<file path="src/rtl/rtcf_pkg.sv">
// Package rtcf_pkg
// Shared types for the serial RTC frame master: the bit-cycle phases and the
// frame kinds. Assumes no more than the four frame kinds listed here.
package rtcf_pkg;

    typedef enum logic [2:0] {
        PH_IDLE,
        PH_LEAD,
        PH_ACT,
        PH_TAIL,
        PH_GAP
    } phase_e;

    typedef enum logic [1:0] {
        FK_WRITE,
        FK_READ,
        FK_CMD,
        FK_RESYNC
    } frame_e;

endpackage

</file>
<file path="src/rtl/rtcf_bit_engine.sv">
// Module rtcf_bit_engine
// Runs one bit cycle at a time. The phases are lead (1 cycle), strobe active
// (PHASE_CYC cycles, or 2*PHASE_CYC for a read bit), tail (1 cycle) and gap
// (PHASE_CYC cycles). It flags the edge on which the read sample is taken and
// the end of every gap.
// Assumes bit_rd and bit_last are stable while a bit cycle is running.
module rtcf_bit_engine
    import rtcf_pkg::*;
#(
    parameter int PHASE_CYC = 50
) (
    input  logic   clk,
    input  logic   rst_n,
    input  logic   start,
    input  logic   bit_rd,
    input  logic   bit_last,
    output phase_e phase,
    output logic   sample,
    output logic   bit_next,
    output logic   frame_end
);

    localparam int CNT_W = $clog2(2 * PHASE_CYC + 1);
    localparam logic [CNT_W-1:0] HALF_END = CNT_W'(PHASE_CYC - 1);
    localparam logic [CNT_W-1:0] FULL_END = CNT_W'(2 * PHASE_CYC - 1);

    phase_e           ph_q;
    logic [CNT_W-1:0] cnt_q;
    logic             act_done;
    logic             gap_done;

    assign act_done  = (ph_q == PH_ACT) && (cnt_q == (bit_rd ? FULL_END : HALF_END));
    assign gap_done  = (ph_q == PH_GAP) && (cnt_q == HALF_END);
    assign sample    = (ph_q == PH_ACT) && bit_rd && (cnt_q == HALF_END);
    assign bit_next  = gap_done && !bit_last;
    assign frame_end = gap_done && bit_last;
    assign phase     = ph_q;

    // Phase sequencer and per-phase cycle counter.
    always_ff @(posedge clk) begin
        if (!rst_n) begin
            ph_q  <= PH_IDLE;
            cnt_q <= '0;
        end else begin
            unique case (ph_q)
                PH_IDLE: if (start) ph_q <= PH_LEAD;
                PH_LEAD: begin
                    ph_q  <= PH_ACT;
                    cnt_q <= '0;
                end
                PH_ACT: begin
                    if (act_done) ph_q <= PH_TAIL;
                    else          cnt_q <= cnt_q + 1'b1;
                end
                PH_TAIL: begin
                    ph_q  <= PH_GAP;
                    cnt_q <= '0;
                end
                PH_GAP: begin
                    if (gap_done) ph_q <= bit_last ? PH_IDLE : PH_LEAD;
                    else          cnt_q <= cnt_q + 1'b1;
                end
                default: ph_q <= PH_IDLE;
            endcase
        end
    end

    // the strobe-active phase is only ever entered from the lead phase.
    assert_act_after_lead_R6: assert property (@(posedge clk) disable iff (!rst_n)
        (ph_q == PH_ACT && $past(ph_q) != PH_ACT) |-> $past(ph_q) == PH_LEAD);

    // the gap is only ever entered from the tail phase.
    assert_gap_after_tail_R6: assert property (@(posedge clk) disable iff (!rst_n)
        (ph_q == PH_GAP && $past(ph_q) != PH_GAP) |-> $past(ph_q) == PH_TAIL);

endmodule

</file>
<file path="src/rtl/rtcf_bit_sched.sv">
// Module rtcf_bit_sched
// Combinational view of the current bit: its direction, its output value and
// whether it ends the frame. The choice depends on the frame kind and the bit
// index. Address bits come first, both groups least significant bit first.
// Assumes bidx never goes past the last bit of the frame kind.
module rtcf_bit_sched
    import rtcf_pkg::*;
#(
    parameter int ADDR_W = 4,
    parameter int DATA_W = 8
) (
    input  frame_e                                kind,
    input  logic [ADDR_W-1:0]                     addr,
    input  logic [DATA_W-1:0]                     wdata,
    input  logic [$clog2(ADDR_W+DATA_W+1)-1:0]    bidx,
    output logic                                  bit_rd,
    output logic                                  bit_val,
    output logic                                  bit_last
);

    localparam int IDX_W = $clog2(ADDR_W + DATA_W + 1);
    localparam logic [IDX_W-1:0] LAST_CMD  = IDX_W'(ADDR_W - 1);
    localparam logic [IDX_W-1:0] LAST_SYNC = IDX_W'(DATA_W - 1);
    localparam logic [IDX_W-1:0] LAST_FULL = IDX_W'(ADDR_W + DATA_W - 1);
    localparam logic [IDX_W-1:0] FIRST_DAT = IDX_W'(ADDR_W);

    logic [ADDR_W+DATA_W-1:0] stream;

    assign stream = {wdata, addr};

    // Decode direction, value and frame end for the current bit.
    always_comb begin
        bit_rd   = 1'b0;
        bit_val  = 1'b0;
        bit_last = 1'b0;
        unique case (kind)
            FK_RESYNC: begin
                bit_rd   = 1'b1;
                bit_last = (bidx == LAST_SYNC);
            end
            FK_CMD: begin
                bit_val  = stream[bidx];
                bit_last = (bidx == LAST_CMD);
            end
            FK_READ: begin
                bit_rd   = (bidx >= FIRST_DAT);
                bit_val  = bit_rd ? 1'b0 : stream[bidx];
                bit_last = (bidx == LAST_FULL);
            end
            default: begin
                bit_val  = stream[bidx];
                bit_last = (bidx == LAST_FULL);
            end
        endcase
    end

endmodule

</file>
<file path="src/rtl/rtcf_rx_shift.sv">
// Module rtcf_rx_shift
// Shift register for received bits. Each new bit enters at the top and the
// contents move right, so the first bit received ends up in bit 0.
// Assumes clear and sample are never both high in the same cycle.
module rtcf_rx_shift #(
    parameter int DATA_W = 8
) (
    input  logic              clk,
    input  logic              rst_n,
    input  logic              clear,
    input  logic              sample,
    input  logic              din,
    output logic [DATA_W-1:0] data
);

    logic [DATA_W-1:0] sh_q;

    // Clear at frame start, otherwise shift right on every sample.
    always_ff @(posedge clk) begin
        if (!rst_n || clear) sh_q <= '0;
        else if (sample)     sh_q <= {din, sh_q[DATA_W-1:1]};
    end

    assign data = sh_q;

    // a sample moves the older bits one place toward bit 0.
    assert_shift_right_R4: assert property (@(posedge clk) disable iff (!rst_n)
        (sample && !clear) |=> sh_q[DATA_W-2:0] == $past(sh_q[DATA_W-1:1]));

endmodule

</file>
<file path="src/rtl/rtc_frame_master.sv">
// Module rtc_frame_master
// Frame master for a four-wire serial RTC link. It accepts one request at a
// time, captures the request fields, and runs the bit cycles of the frame.
// When the frame ends it gives a one-cycle done pulse and, after a read frame,
// new read data.
// Assumes the external pad merges rtc_dq_o/rtc_dq_oe with rtc_dq_i.
module rtc_frame_master
    import rtcf_pkg::*;
#(
    parameter int                      ADDR_W    = 4,
    parameter int                      DATA_W    = 8,
    parameter int                      PHASE_CYC = 50,
    parameter logic [(1<<ADDR_W)-1:0]  CMD_MASK  = 16'hF000
) (
    input  logic              clk,
    input  logic              rst_n,
    input  logic              req_valid,
    output logic              req_ready,
    input  logic [ADDR_W-1:0] req_addr,
    input  logic [DATA_W-1:0] req_wdata,
    input  logic              req_write,
    input  logic              req_resync,
    output logic              rsp_done,
    output logic [DATA_W-1:0] rsp_rdata,
    output logic              rtc_cs_n,
    output logic              rtc_wr_n,
    output logic              rtc_rd_n,
    output logic              rtc_dq_o,
    output logic              rtc_dq_oe,
    input  logic              rtc_dq_i
);

    localparam int IDX_W = $clog2(ADDR_W + DATA_W + 1);

    frame_e            kind_q;
    frame_e            kind_d;
    logic [ADDR_W-1:0] addr_q;
    logic [DATA_W-1:0] wdata_q;
    logic [IDX_W-1:0]  bidx_q;
    logic [DATA_W-1:0] rdata_q;
    logic              done_q;
    logic              accept;
    phase_e            phase;
    logic              sample;
    logic              bit_next;
    logic              frame_end;
    logic              bit_rd;
    logic              bit_val;
    logic              bit_last;
    logic              cs_act;
    logic [DATA_W-1:0] rx_data;

    assign req_ready = (phase == PH_IDLE);
    assign accept    = req_valid && req_ready;

    // Frame kind decode: resync first, then the command mask, then direction.
    always_comb begin
        if (req_resync)              kind_d = FK_RESYNC;
        else if (CMD_MASK[req_addr]) kind_d = FK_CMD;
        else if (req_write)          kind_d = FK_WRITE;
        else                         kind_d = FK_READ;
    end

    // Capture the request fields on acceptance and step the bit index.
    always_ff @(posedge clk) begin
        if (!rst_n) begin
            kind_q  <= FK_WRITE;
            addr_q  <= '0;
            wdata_q <= '0;
            bidx_q  <= '0;
        end else if (accept) begin
            kind_q  <= kind_d;
            addr_q  <= req_addr;
            wdata_q <= req_wdata;
            bidx_q  <= '0;
        end else if (bit_next) begin
            bidx_q  <= bidx_q + 1'b1;
        end
    end

    // Registered done pulse, and read data kept after read frames only.
    always_ff @(posedge clk) begin
        if (!rst_n) begin
            done_q  <= 1'b0;
            rdata_q <= '0;
        end else begin
            done_q <= frame_end;
            if (frame_end && kind_q == FK_READ) rdata_q <= rx_data;
        end
    end

    rtcf_bit_sched #(
        .ADDR_W (ADDR_W),
        .DATA_W (DATA_W)
    ) u_sched (
        .kind     (kind_q),
        .addr     (addr_q),
        .wdata    (wdata_q),
        .bidx     (bidx_q),
        .bit_rd   (bit_rd),
        .bit_val  (bit_val),
        .bit_last (bit_last)
    );

    rtcf_bit_engine #(
        .PHASE_CYC (PHASE_CYC)
    ) u_engine (
        .clk       (clk),
        .rst_n     (rst_n),
        .start     (accept),
        .bit_rd    (bit_rd),
        .bit_last  (bit_last),
        .phase     (phase),
        .sample    (sample),
        .bit_next  (bit_next),
        .frame_end (frame_end)
    );

    rtcf_rx_shift #(
        .DATA_W (DATA_W)
    ) u_rx (
        .clk    (clk),
        .rst_n  (rst_n),
        .clear  (accept),
        .sample (sample),
        .din    (rtc_dq_i),
        .data   (rx_data)
    );

    assign cs_act    = (phase == PH_LEAD) || (phase == PH_ACT) || (phase == PH_TAIL);
    assign rtc_cs_n  = !cs_act;
    assign rtc_wr_n  = !((phase == PH_ACT) && !bit_rd);
    assign rtc_rd_n  = !((phase == PH_ACT) && bit_rd);
    assign rtc_dq_oe = cs_act && !bit_rd;
    assign rtc_dq_o  = rtc_dq_oe && bit_val;
    assign rsp_done  = done_q;
    assign rsp_rdata = rdata_q;

    // the write and read strobes are never low together.
    assert_strobe_exclusive_R9: assert property (@(posedge clk) disable iff (!rst_n)
        !(!rtc_wr_n && !rtc_rd_n));

    // a strobe is low only while chip select is low.
    assert_strobe_under_cs_R9: assert property (@(posedge clk) disable iff (!rst_n)
        (!rtc_wr_n || !rtc_rd_n) |-> !rtc_cs_n);

    // chip select was already low in the cycle before a strobe falls.
    assert_cs_leads_strobe_R6: assert property (@(posedge clk) disable iff (!rst_n)
        ($fell(rtc_wr_n) || $fell(rtc_rd_n)) |-> $past(!rtc_cs_n));

    // an accepted request takes ready low on the next cycle.
    assert_busy_after_accept_R8: assert property (@(posedge clk) disable iff (!rst_n)
        (req_valid && req_ready) |=> !req_ready);

    // done lasts one cycle and comes only while ready is high.
    assert_done_single_R8: assert property (@(posedge clk) disable iff (!rst_n)
        rsp_done |-> (req_ready && !$past(rsp_done)));

    // the data driver is off while the read strobe is low.
    assert_released_on_read_R4: assert property (@(posedge clk) disable iff (!rst_n)
        !rtc_rd_n |-> !rtc_dq_oe);

    // chip select is high and the driver is off whenever the block is idle.
    assert_idle_lines_R1: assert property (@(posedge clk) disable iff (!rst_n)
        req_ready |-> (rtc_cs_n && !rtc_dq_oe));

endmodule

</file>
<file path="config.mk">
export PLATFORM = sky130hd
export DESIGN_NAME = rtc_frame_master
export DESIGN_NICKNAME = d
export VERILOG_FILES = /design/src/rtl/rtcf_pkg.sv /design/src/rtl/rtcf_bit_engine.sv /design/src/rtl/rtcf_bit_sched.sv /design/src/rtl/rtcf_rx_shift.sv /design/src/rtl/rtc_frame_master.sv
export SDC_FILE = /design/constraint.sdc
export NUM_CORES = 1
export LEC_CHECK = 0
export BUFFER_PORTS_ARGS = -buffer_cell sky130_fd_sc_hd__buf_2
export CAP_MARGIN = 5
export CORE_MARGIN = 4
export CORE_UTILIZATION = 50
export CTS_CLUSTER_DIAMETER = 40
export DETAILED_ROUTE_END_ITERATION = 10
export GPL_TIMING_DRIVEN = 0
export HOLD_SLACK_MARGIN = 0.08
export MAX_ROUTING_LAYER = met4
export PLACE_DENSITY = 0.7
export SYNTH_ARGS = -nofsm -noshare
export SYNTH_HDL_FRONTEND = slang
export SYNTH_SLANG_ARGS = --single-unit
export TNS_END_PERCENT = 5
</file>
<file path="constraint.sdc">
create_clock -name clk -period 2.23 [get_ports clk]
set_input_delay 0.223 -clock clk [delete_from_list [all_inputs] [get_ports clk]]
set_output_delay 0.223 -clock clk [all_outputs]
set_load 0.02 [all_outputs]
</file>
* Yosys cells after proc, flatten, opt, wreduce, memory -nomap -nowiden
Memories as Yosys holds them, arrays and structs flattened.
Cells that the tools add are included.
W data, S select, Z words.
** Operators by class
- Add/subtract/negate cells :: 2
- Order comparisons :: 3
- Equality and inequality tests :: 17
- Muxes and demuxes :: 19
- Bitwise operators :: 1
- Reductions and logical operators :: 26
** Operator list (number)
- $mux W7 :: 3
- $pmux W7 S3 :: 1
- $pmux W3 S5 :: 1
- $logic_and A1 B1 Y1 :: 11
- $lt A4 B5 Y1 const B :: 2
- $mux W3 :: 3
- $add A7 B1 Y7 const B :: 1
- $eq A7 B6 Y1 const B :: 1
- $eq A7 B7 Y1 :: 1
- $eq A3 B2 Y1 const B :: 2
- $logic_not A1 Y1 :: 6
- $ne A2 B1 Y1 const B :: 3
- $pmux W1 S2 :: 3
- $reduce_and A3 Y1 :: 2
- $mux W1 :: 5
- $add A4 B1 Y4 const B :: 1
- $bmux W1 S4 :: 1
- $eq A2 B2 Y1 const B :: 2
- $eq A4 B2 Y1 const B :: 1
- $eq A4 B3 Y1 const B :: 1
- $eq A4 B4 Y1 const B :: 1
- $ge A4 B3 Y1 const B :: 1
- $mux W2 :: 2
- $ne A2 B2 Y1 const B :: 2
- other kinds (8) :: 11
** Storage, ports and cells
- Register bits after elaboration :: 45
- ROM bits :: 16
- Output and inout port bits :: 15
- Logic and storage cells :: 78
- Memories kept :: 1
** Memories
- (name not given) :: depth 16, width 1, rd ports 1, clocked after memory_dff 0, write ports 0, line rtc_frame_master.sv:59 : else if (CMD_MASK[req_addr]) kind_d = FK_CMD;

* Logic depth before layout (Yosys ltp)
- Word-level depth :: 7
- Depth in mapped cells :: 9

* Modules after synthesis
A second synthesis with hierarchy kept.
** Second synthesis, totals
- Cell total of the unflattened synthesis :: 235
- Area total of the unflattened synthesis :: 2217.1 um2
** By module, submodules not included
- rtc_frame_master :: times used 1, cells each 115, area each 1128.6 um2
- rtcf_bit_engine :: times used 1, cells each 76, area each 653.1 um2
- rtcf_rx_shift :: times used 1, cells each 27, area each 292.8 um2
- rtcf_bit_sched :: times used 1, cells each 17, area each 142.6 um2

* Worst setup path after synthesis
OpenSTA, ideal clock, no wires.
- Kind :: flip-flop to flip-flop
- Start :: reg u_engine.cnt_q[0]
- End :: reg rdata_q[6] (netlist: rsp_rdata[6])
- Arrival time :: 1768 ps
- Required time :: 2117 ps
- Slack :: 349 ps
- Cell stages (with the launch flop) :: 9
- Buffers on the path :: 2
- Period minus slack after synthesis :: 1881 ps
- Cell sequence :: dfxtp_1 -> ha_1 -> and3b_2 -> nand3_2 -> or4b_1 -> buf_6 -> buf_12 -> nand3_2 -> o21ai_2
** On the way
- Word-level cells in the longest chain between the ends :: 4
** Ends and longest elaborated chain
- start, declared :: line rtcf_bit_engine.sv:28 : logic [CNT_W-1:0] cnt_q;
- start signal, assigned :: line rtcf_bit_engine.sv:53 : else cnt_q <= cnt_q + 1'b1;
- start signal, assigned :: line rtcf_bit_engine.sv:61 : else cnt_q <= cnt_q + 1'b1;
- $eq A7 B6 Y1 :: line rtcf_bit_engine.sv:33 : assign gap_done = (ph_q == PH_GAP) && (cnt_q == HALF_END);
- $logic_and A1 B1 Y1 :: line rtcf_bit_engine.sv:33
- $logic_and A1 B1 Y1 :: line rtcf_bit_engine.sv:36 : assign frame_end = gap_done && bit_last;
- $logic_and A1 B1 Y1 :: line rtc_frame_master.sv:88 : if (frame_end && kind_q == FK_READ) rdata_q <= rx_data;
- end signal, assigned :: line rtc_frame_master.sv:88
- end, declared :: line rtc_frame_master.sv:40 : logic [DATA_W-1:0] rdata_q;
No other way between the ends.
A chain may end at the register's enable or synchronous reset.

* Worst setup path in the final report
- Start :: reg bidx_q[0]
- End :: out rtc_dq_o
** On the way
- Word-level cells in the longest chain between the ends :: 5
- Elaborated cells on any way between the ends :: 9
- Those cells by class :: 1 x order compare; 5 x mux; 3 x reduce/logical
** Ends and longest elaborated chain
- start, declared :: line rtc_frame_master.sv:39 : logic [IDX_W-1:0] bidx_q;
- start signal, assigned :: line rtc_frame_master.sv:77 : bidx_q <= bidx_q + 1'b1;
- $bmux W1 S4 or $ge A4 B3 Y1 (tied branches)
- $mux W1 (implied by the code) or $pmux W1 S2 (tied branches)
- $mux W1 or $logic_not A1 Y1 (tied branches) :: line rtcf_bit_sched.sv:47, rtc_frame_master.sv:134
- $pmux W1 S2 or $logic_and A1 B1 Y1 (tied branches) :: line rtcf_bit_sched.sv:36, rtc_frame_master.sv:134
- $logic_and A1 B1 Y1 (*) :: line rtc_frame_master.sv:135 : assign rtc_dq_o = rtc_dq_oe && bit_val;
- end, declared :: line rtc_frame_master.sv:28 : output logic rtc_dq_o,
Mark *: on every way between the ends. The rest lies on a longest branch, timed or not. The select of a mux whose other input is x is not followed.

==> results.toml <==
[finish]
nNetsFinal = 300
antenna_cells = 0
num-fill-cells = 373
final_common_cell = "dfxtp_1"
layout_common_cells = "dfxtp_1, nand2_1, buf_2"
drive_gt1_share_pct = 25.7
syn_to_final_growth_pct = 17.4
final_cell_count_no_fill = 330
finish.utilization_pct = 61.5

[drt]
vias_per_cell = 5.25
drt-initial-drc-count = 73
drtAntennaViolNets = 0
firstDrtPassIters = 4
wirelength_um = 3940
remaining_drc_errors = 0
vias = 1733
wl_per_cell_um = 11.9

[yosys]
ys_warn_count = 0
syn_inst = 240
avgSynthCellArea_sq_um = 8.86
ys.flop_type = "dfxtp_1"
synth-async-reset-ratio_pct = 0
synth_edf_count = 0
synth_area_leaders = "dfxtp_1, nand2_1, a21oi_1, mux2i_1, nor2_1"
yosys.area.top_type_share_pct = 42.4
yosysSeqAreaShare_pct = 42.4
yosys.area.top_type = "dfxtp_1"
syn-cell-area_sq_um = 2130
syn_nets = 261
synth-seq-cells = 45
synth_cell_types = 44

[min_path]
hold_path_end = "wdata_q[6]$_SDFFE_PN0P_"
hold_start = "req_wdata[6]"
holdPathStages = 3
holdCritPathClass = "input pin to flip-flop"

[timing]
period_share_pct = 92.2
max_freq_mhz = 486
worst_slew_pin_slew_ps = 543
fin_crit_ps = 2060
finalSetupViolations = 0
skew_ps = 10.5
setup_tns_ps = 0
slew_headroom_pct = 63.5
finalMaxSlewViolations = 0
rsz0062_at_grt = "no"
hold_viol = 0

[clock_tree]
clk_pin_slew_worst_paths_ps = 90
cts_tree = "done"
hold_buffers = 0
cts_buffers = 5
cts_root_buf = "clkbuf_8"
cts_buffer_depth = 2
worstSkewPairLatency_ps = 300
htreeDepth = 2
cts_sinks = 45
postCtsSetupRepairBufs = 0
ctsResizeCount = 1

[floorplanning]
die_h_um = 73.2
pin_count = 33
die_x_um = 73.2
core_area_sq_um = 4060
die_area_sq_um = 5360
rows = 23
initial_core_util_pct = 52.4

[power_and_ir_drop]
p_leak_nw = 0.917
powerDensity_nw_per_um2 = 788
ir_drop_uv = 451
power.total_w = 0.00197

[global_routing]
grt_overflow = 0
grt_max_degree = 16
grt_pass1_vias = 1618
grt.total_usage_pct = 17.2
antenna_found_initial = 0
grt_pass1_wl_um = 7050

[setup_path]
path_class = "flip-flop to output port"
crit_fanout = 5
crit_path_max_incr_delay_ps = 490
reg2reg_slack_ps = 210
cp_slowest_cell = "mux4_2"
worstSetupEndpointType = "output port"
rr_worst_depth = 8
crit_family = "multiplexers"
reg2reg_from = "u_engine.cnt_q[0]$_SDFFE_PN0P_"
r2r-end = "rsp_rdata[6]$_SDFFE_PN0P_"
crit_path_start_kind = "flip-flop"
cp.buffers_inverters = 2
path_cells = "buf_6 -> mux4_2 -> mux2i_1 -> nor2_1 -> a31oi_1 -> nor3_1 -> buf_2"
required_ps = 2010
worstPathArrival_ps = 1830

[placed_design]
dpl.hpwl_um = 3000
gp_congestion = 0.806
io_buffers = 32
dp.cells = 322

[run_status]
outcome = "completed"

[job]
maxCapViolations = 0
## state kept, by name (all words and copies together) (netlist names)
signal          count
rsp_rdata           8
u_rx.data           8
wdata_q             8
u_engine.cnt_q      7
addr_q              4
bidx_q              4
u_engine.phase      3
kind_q              2
rsp_done            1
## synth_stat cells, drive strengths merged (3+ instances only)
cell    count
inv         5
clkbuf      5
buf         8
mux2i      10
o21ai      12
nand3      14
ha          3
mux4        3
dfxtp      45
nor3       11
a211oi      4
a21oi      21
or3         3
xnor2       7
nand2      40
nor2       25
## how the worst max path moves through the flow
stage	from	endpoint	slack (ps)	cells after the start
final	bidx_q[0]$_SDFFE_PP0P_	rtc_dq_o	170	7
after floorplan	u_engine.cnt_q[0]$_SDFFE_PN0P_	rsp_rdata[6]$_SDFFE_PN0P_	350	8
after global placement	bidx_q[0]$_SDFFE_PP0P_	rtc_dq_o	240	7
after global routing	bidx_q[0]$_SDFFE_PP0P_	rtc_dq_o	6	7
after CTS	bidx_q[0]$_SDFFE_PP0P_	rtc_dq_o	20	7
after detailed placement	u_engine.cnt_q[0]$_SDFFE_PN0P_	rsp_rdata[6]$_SDFFE_PN0P_	210	8
## through the flow
step	hold slack [ps]	worst slack (ps)	area [sq um]
detailed placement	444	212	2350
floorplan	359	349	2130
finish	159	173	2500
global route	154	6.35	2500
global placement	440	238	2350
CTS	151	21.0	2490
## power breakdown
part,total (W),internal (W),switching [W]
registers,0.000892,0.000851,0.0000410
logic,0.000342,0.000135,0.000207
clock network,0.000733,0.000451,0.000282
total,0.00197,0.00144,0.000530
## cells by family (layout without fill, tap and decap cells)
family / count (synthesis) / in the layout / synth area share, %
AND/OR/NAND/NOR: 107 / 107 / 24.9
buffers and inverters: 19 / 59 / 5.94
AO/OA/AOI/OAI: 46 / 46 / 14.2
XOR/XNOR: 7 / 7 / 2.88
adder cells (fa/ha/maj): 3 / 3 / 1.76
flip-flops: 45 / 45 / 42.4
multiplexers: 13 / 13 / 7.88
## per-layer routing
layer | GRT usage, % | part of all wire, % | vias up | routed length, um
li1 | - | - | 915 | -
met1 | 21.9 | 47 | 778 | 1870
met2 | 26.8 | 46 | 34 | 1810
met3 | 4.55 | 5.4 | 6 | 213
met4 | 4.92 | 1.2 | 0 | 48
met5 | - | 0 | - | 0
## layout make-up
class / count / area (sq um) / area share (%)
Buffer: 13 / 111 / 4.46
Clock buffer: 5 / 68.8 / 2.76
Clock inverter: 3 / 68.8 / 2.76
Inverter: 6 / 22.5 / 0.902
Multi-Input combinational cell: 176 / 1100 / 44.1
Sequential cell: 45 / 902 / 36.1
Tap cell: 50 / 62.6 / 2.51
Timing Repair Buffer: 32 / 160 / 6.42
## worst min-delay path: cells and delay by family
family,cells,cell delay (ps)
buffers and inverters,1,90
AND/OR/NAND/NOR,1,40
AO/OA/AOI/OAI,1,50
No activity file was read; power rests on OpenSTA's default activity.
